<file path="config.mk">
export PLATFORM = sky130hd
export DESIGN_NAME = xps_select_stage
export DESIGN_NICKNAME = d
export VERILOG_FILES = /design/src/rtl/xps_pkg.sv /design/src/rtl/xps_load_ctrl.sv /design/src/rtl/xps_active_bank.sv /design/src/rtl/xps_lane_mux.sv /design/src/rtl/xps_select_stage.sv
export SDC_FILE = /design/constraint.sdc
export NUM_CORES = 1
export LEC_CHECK = 0
export BUFFER_PORTS_ARGS = -buffer_cell sky130_fd_sc_hd__buf_2
export CAP_MARGIN = 20
export CORE_MARGIN = 5
export CORE_UTILIZATION = 30
export CTS_CLUSTER_SIZE = 16
export DETAILED_ROUTE_END_ITERATION = 8
export PLACE_DENSITY = 0.57
export SLEW_MARGIN = 20
export SYNTH_ARGS = -nofsm -noshare
export SYNTH_HDL_FRONTEND = slang
export SYNTH_SLANG_ARGS = --single-unit
</file>
<file path="constraint.sdc">
create_clock -name clk -period 1.95 [get_ports clk]
set_input_delay 0.39 -clock clk [delete_from_list [all_inputs] [get_ports clk]]
set_output_delay 0.39 -clock clk [all_outputs]
set_load 0.05 [all_outputs]
</file>
<file path="src/rtl/xps_pkg.sv">
package xps_pkg;

   // Selector implementation variants for one output lane
   typedef enum logic [0:0] {
      XPS_MUX_INDEXED = 1'b0,
      XPS_MUX_ONEHOT  = 1'b1
   } xps_mux_e;

   // Kind of update applied to the active bank on a clock edge
   typedef enum logic [1:0] {
      XPS_LD_HOLD   = 2'd0,
      XPS_LD_COMMIT = 2'd1,
      XPS_LD_BCAST  = 2'd2
   } xps_load_e;

endpackage

</file>
<file path="src/rtl/xps_load_ctrl.sv">
module xps_load_ctrl
   import xps_pkg::*;
(
   input  logic      commit_n,
   input  logic      bcast_pulse,
   output xps_load_e load_kind
);

   // Broadcast has priority over the transfer strobe
   always_comb begin
      if (bcast_pulse)
         load_kind = XPS_LD_BCAST;
      else if (!commit_n)
         load_kind = XPS_LD_COMMIT;
      else
         load_kind = XPS_LD_HOLD;
   end

endmodule

</file>
<file path="src/rtl/xps_active_bank.sv">
module xps_active_bank
   import xps_pkg::*;
#(
   parameter int N_OUT = 32,
   parameter int IDX_W = 5
) (
   input  logic                   clk,
   input  logic                   rst_n,
   input  xps_load_e              load_kind,
   input  logic [N_OUT*IDX_W-1:0] stage_idx,
   input  logic [N_OUT-1:0]       stage_ovr,
   input  logic [IDX_W-1:0]       bcast_idx,
   input  logic                   bcast_ovr,
   output logic [N_OUT*IDX_W-1:0] act_idx,
   output logic [N_OUT-1:0]       act_ovr
);

   generate
      if (N_OUT < 1) begin : g_bad_nout
         $error("xps_active_bank: N_OUT must be at least 1");
      end
      if (IDX_W < 1) begin : g_bad_idxw
         $error("xps_active_bank: IDX_W must be at least 1");
      end
   endgenerate

   genvar o;
   generate
      for (o = 0; o < N_OUT; o++) begin : g_entry
         logic [IDX_W-1:0] idx_q;
         logic             ovr_q;

         always_ff @(posedge clk or negedge rst_n) begin
            if (!rst_n) begin
               idx_q <= '0;
               ovr_q <= 1'b1;
            end else begin
               unique case (load_kind)
                  XPS_LD_BCAST: begin
                     idx_q <= bcast_idx;
                     ovr_q <= bcast_ovr;
                  end
                  XPS_LD_COMMIT: begin
                     idx_q <= stage_idx[o*IDX_W +: IDX_W];
                     ovr_q <= stage_ovr[o];
                  end
                  default: begin
                     idx_q <= idx_q;
                     ovr_q <= ovr_q;
                  end
               endcase
            end
         end

         assign act_idx[o*IDX_W +: IDX_W] = idx_q;
         assign act_ovr[o]                = ovr_q;
      end
   endgenerate

endmodule

</file>
<file path="src/rtl/xps_lane_mux.sv">
module xps_lane_mux
   import xps_pkg::*;
#(
   parameter int       N_IN      = 32,
   parameter int       IDX_W     = 5,
   parameter xps_mux_e MUX_STYLE = XPS_MUX_INDEXED
) (
   input  logic [N_IN-1:0]  data_in,
   input  logic             adv_in,
   input  logic [IDX_W-1:0] sel_idx,
   input  logic             sel_ovr,
   output logic             lane_out
);

   logic picked;

   generate
      if (N_IN > (1 << IDX_W)) begin : g_bad_width
         $error("xps_lane_mux: IDX_W too narrow for N_IN");
      end

      if (MUX_STYLE == XPS_MUX_INDEXED) begin : g_indexed
         always_comb begin
            picked = 1'b0;
            if (int'(sel_idx) < N_IN)
               picked = data_in[sel_idx];
         end
      end else begin : g_onehot
         logic [N_IN-1:0] hot;
         genvar k;
         for (k = 0; k < N_IN; k++) begin : g_dec
            assign hot[k] = (sel_idx == IDX_W'(k));
         end
         assign picked = |(hot & data_in);
      end
   endgenerate

   assign lane_out = sel_ovr ? adv_in : picked;

endmodule

</file>
<file path="src/rtl/xps_select_stage.sv">
module xps_select_stage
   import xps_pkg::*;
#(
   parameter int       N_IN      = 32,
   parameter int       N_OUT     = 32,
   parameter xps_mux_e MUX_STYLE = XPS_MUX_INDEXED,
   localparam int      IDX_W     = (N_IN > 1) ? $clog2(N_IN) : 1
) (
   input  logic                   clk,
   input  logic                   rst_n,
   input  logic                   commit_n,
   input  logic                   bcast_pulse,
   input  logic [IDX_W-1:0]       bcast_idx,
   input  logic                   bcast_ovr,
   input  logic [N_OUT*IDX_W-1:0] stage_idx,
   input  logic [N_OUT-1:0]       stage_ovr,
   input  logic [N_IN-1:0]        data_in,
   input  logic                   adv_in,
   output logic [N_OUT-1:0]       data_out
);

   generate
      if (N_IN < 2) begin : g_bad_nin
         $error("xps_select_stage: N_IN must be at least 2");
      end
      if (N_OUT < 1) begin : g_bad_nout
         $error("xps_select_stage: N_OUT must be at least 1");
      end
   endgenerate

   xps_load_e              load_kind;
   logic [N_OUT*IDX_W-1:0] act_idx;
   logic [N_OUT-1:0]       act_ovr;

   xps_load_ctrl u_load_ctrl (
      .commit_n    (commit_n),
      .bcast_pulse (bcast_pulse),
      .load_kind   (load_kind)
   );

   xps_active_bank #(
      .N_OUT (N_OUT),
      .IDX_W (IDX_W)
   ) u_active_bank (
      .clk       (clk),
      .rst_n     (rst_n),
      .load_kind (load_kind),
      .stage_idx (stage_idx),
      .stage_ovr (stage_ovr),
      .bcast_idx (bcast_idx),
      .bcast_ovr (bcast_ovr),
      .act_idx   (act_idx),
      .act_ovr   (act_ovr)
   );

   genvar o;
   generate
      for (o = 0; o < N_OUT; o++) begin : g_lane
         xps_lane_mux #(
            .N_IN      (N_IN),
            .IDX_W     (IDX_W),
            .MUX_STYLE (MUX_STYLE)
         ) u_lane_mux (
            .data_in  (data_in),
            .adv_in   (adv_in),
            .sel_idx  (act_idx[o*IDX_W +: IDX_W]),
            .sel_ovr  (act_ovr[o]),
            .lane_out (data_out[o])
         );
      end
   endgenerate

endmodule

</file>
==> qor.yml <==
combPwrFrac: 0.480
grt_pass1_wl_um: 132000
worstPathMaxFanout: 8
critPathRequiredTime_ps: 1560
worst_slew_pin_slew_ps: 585
fmax_ghz: 0.371
grt_max_degree: 74
routabilityCongestion: 0.950
p_sw_frac: 0.393
arrival_ps: 2310
cts_buffers: 17
powerDensity_nw_per_um2: 584
drt_iter0_markers: 2378
vias_per_cell: 5.53
sequentialPowerShare: 0.299
ios: 267
drc: 0
cts_root_buf: "clkbuf_16"
cts_sinks: 192
synthTopCellsByArea: "mux2i_1 (24%), dfrtp_1 (20%), nor2b_1 (8.8%)"
synth_edf_count: 0
final_nets: 3206
status: "complete, but fails checks"
setup_tns_ps: -20020
setup_ws_ps: -746
relSlewSlack: 0.610
htreeDepth: 4
synth_warnings: 0
cp_slowest_cell: "dfrtp_2"
core_sq_um: 65900
cp-end-kind: "output port"
firstDrtPassIters: 5
rsz0062_at_grt: "yes"
worstSkewPairLatency_ps: 490
die_area_sq_um: 71900
start_util: 0.303
ys.flop_type: "dfrtp_1"
layout-drive-gt1-share: 0.379
synthesis.instances: 2389
skew_ps: 0
setup_viol: 32
yosysSeqAreaShare: 0.243
synth_common_cells: "mux2i_1 (472), nor2b_1 (281), nor2_1 (246), a211oi_1 (214), dfrtp_1 (160)"
multiInputGateArea_sq_um: 14200
synth_most_common_cell: "mux2i_1"
stdcell_count: 3853
hold_ws_ps: 235
dp_hpwl_um: 64000
failed_checks: "setup timing"
syn2layout_area_growth_pct: 43.0
worst_path_most_repeated_cell: "buf_12"
cts.clk_slew.worst_paths_ps: 80
p_sw_uw: 6550
criticalPathCategory: "register to output port"
finalWirelength_um: 90700
grt-ovfl-total: 0
power.internal_uw: 10100
cts.path.max_buffers: 2
dp_cells: 3748
antenna_found_initial: 10
path_delay_family: "compound AO/OA/AOI/OAI gates"
yosys.area.top_type_share: 0.237
grt_pass1_vias: 20600
power_frac_clock: 0.221
port_buffers: 266
ys_ff_latch: 192
synthArstFlopShare: 1.00
synth_cell_types: 32
wl_per_cell_um: 23.5
detail-route-antenna-nets: 0
cp_cell_sequence: "buf_12, a2111oi_4, nor3_2, a31oi_1, a41oi_2, buf_4, buf_12"
drv_cap: 0
syn_avg_cell_area_sq_um: 8.36
maxSlewViolCount: 0
peakVddDrop_uv: 511
startpoint_type: "register"
dieHeight_um: 268
p_leak_uw: 0.0128
finalHoldViolations: 0
seqCellArea_sq_um: 4900
min_path_type: "input port to register"
gr-usage-all-layers: 0.241
syn-num-nets: 2624
fillers: 6429
detailedPlace.worstSlack_ps: -664
max_stage_delay_ps: 500
period_share: 1.38
chipWidth_um: 268
worst-path-buf-inv: 3
vias: 21300
yosysTopAreaCell: "mux2i_1"
period_minus_slack_ps: 2700
cts_tree: "yes"
rows: 94
synth.cell_area_sq_um: 20000
## tightest hold or removal path, stage by stage
cell	delay, ps
buf_2	70
nor2b_1	110
a211oi_1	50
nor2_1	70
## cells by family (layout without fill, tap and decap cells)
logic type / count (synthesis) / count (layout) / synth area share
flip-flops: 192 / 192 / 0.243
multiplexers: 472 / 472 / 0.237
AO/OA/AOI/OAI: 542 / 542 / 0.202
other: 0 / 5 / 0
AND/OR/NAND/NOR: 848 / 848 / 0.219
buffers and inverters: 335 / 930 / 0.0993
## path summary, 6_finish.rpt
path                       depth (start not counted)  slack (ps)                                 end                          startpoint
max                                                7        -750                         data_out[6]   u_active_bank.g_entry[6].idx_q[0]
min                                                4         230  u_active_bank.g_entry[22].idx_q[3]                      stage_idx[113]
max reg2reg                                        5         690  u_active_bank.g_entry[17].idx_q[0]  u_active_bank.g_entry[17].idx_q[0]
max in group asynchronous                          3         820      u_active_bank.g_entry[0].ovr_q                               rst_n
min in group asynchronous                          2         450  u_active_bank.g_entry[26].idx_q[4]                               rst_n
min reg2reg                                        2         600   u_active_bank.g_entry[0].idx_q[3]   u_active_bank.g_entry[0].idx_q[3]
## through the flow
stage,util,power (uW),instance area [sq um]
5_1_grt,0.434,17400,28600
2_1_floorplan,-,9000,20000
6_report,0.434,16700,28600
3_3_place_gp,0.393,11900,25900
4_1_cts,0.425,16400,28000
3_5_place_dp,0.393,11900,25900
## cell usage in the layout, fill, tap and decap left out, types with 9 or more instances in the layout
cell and n:
a2111oi_4 13, a311o_1 10, buf_12 101, nand4_1 10
clkbuf_16 20, a21oi_1 70, a22o_1 32, a2111oi_2 13
a31oi_1 36, and3_1 18, and2b_1 21, nor2b_2 21
a41oi_2 27, and2_1 18, buf_8 9, nor2b_4 9
buf_4 440, nor2_1 245, buf_6 72, nor2b_1 251
a221oi_2 9, dfrtp_1 115, dfrtp_2 45, buf_2 232
mux2i_2 10, mux2i_1 462, a211oi_1 212, nand2b_1 42
a31oi_2 12, inv_1 32, a21oi_2 16, nand2_1 130
nand3_1 42, nand4b_1 22, a22oi_1 64, dfstp_2 32
## cell type report
class	count	share of cell area
sequential	192	0.172
multi-input combinational	1862	0.496
inverter	32	0.00420
clock inverter	15	0.00521
tap	864	0.0378
timing repair buffer	866	0.270
antenna	5	0.000438
clock buffer	17	0.0149
## sequential cells by signal, summed over array words and instances, names as in the netlist
name	flops
u_active_bank.g_entry.idx_q	160
u_active_bank.g_entry.ovr_q	32
## power groups by stage
stage	Combinational (uW)	Clock (uW)	Sequential, uW
4_1_cts	7650	3770	4960
6_report	8000	3680	4990
3_5_place_dp	6940	0	4980
3_3_place_gp	6910	0	4970
2_1_floorplan	4280	0	4710
5_1_grt	8450	3890	5040
## routing by layer
metal,share of wire,wire length [um],vias up,track usage
met4,0.032,2920,12,0.0817
met3,0.081,7310,183,0.0509
met1,0.46,41700,10300,0.352
met2,0.43,38700,958,0.353
met5,0.00090,82,-,0
li1,-,-,9820,-
## repair_timing
| action | CTS | global route |
|---|---|---|
| gates cloned | 9 | 2 |
| hold endpoints to repair | 30 | 0 |
| hold buffers | 1 | 0 |
| pin swaps | 122 | 87 |
| setup buffers | 47 | 16 |
| resized for setup | 278 | 88 |
| setup endpoints to repair | 32 | 32 |
Power figures use the tool's default switching activity.
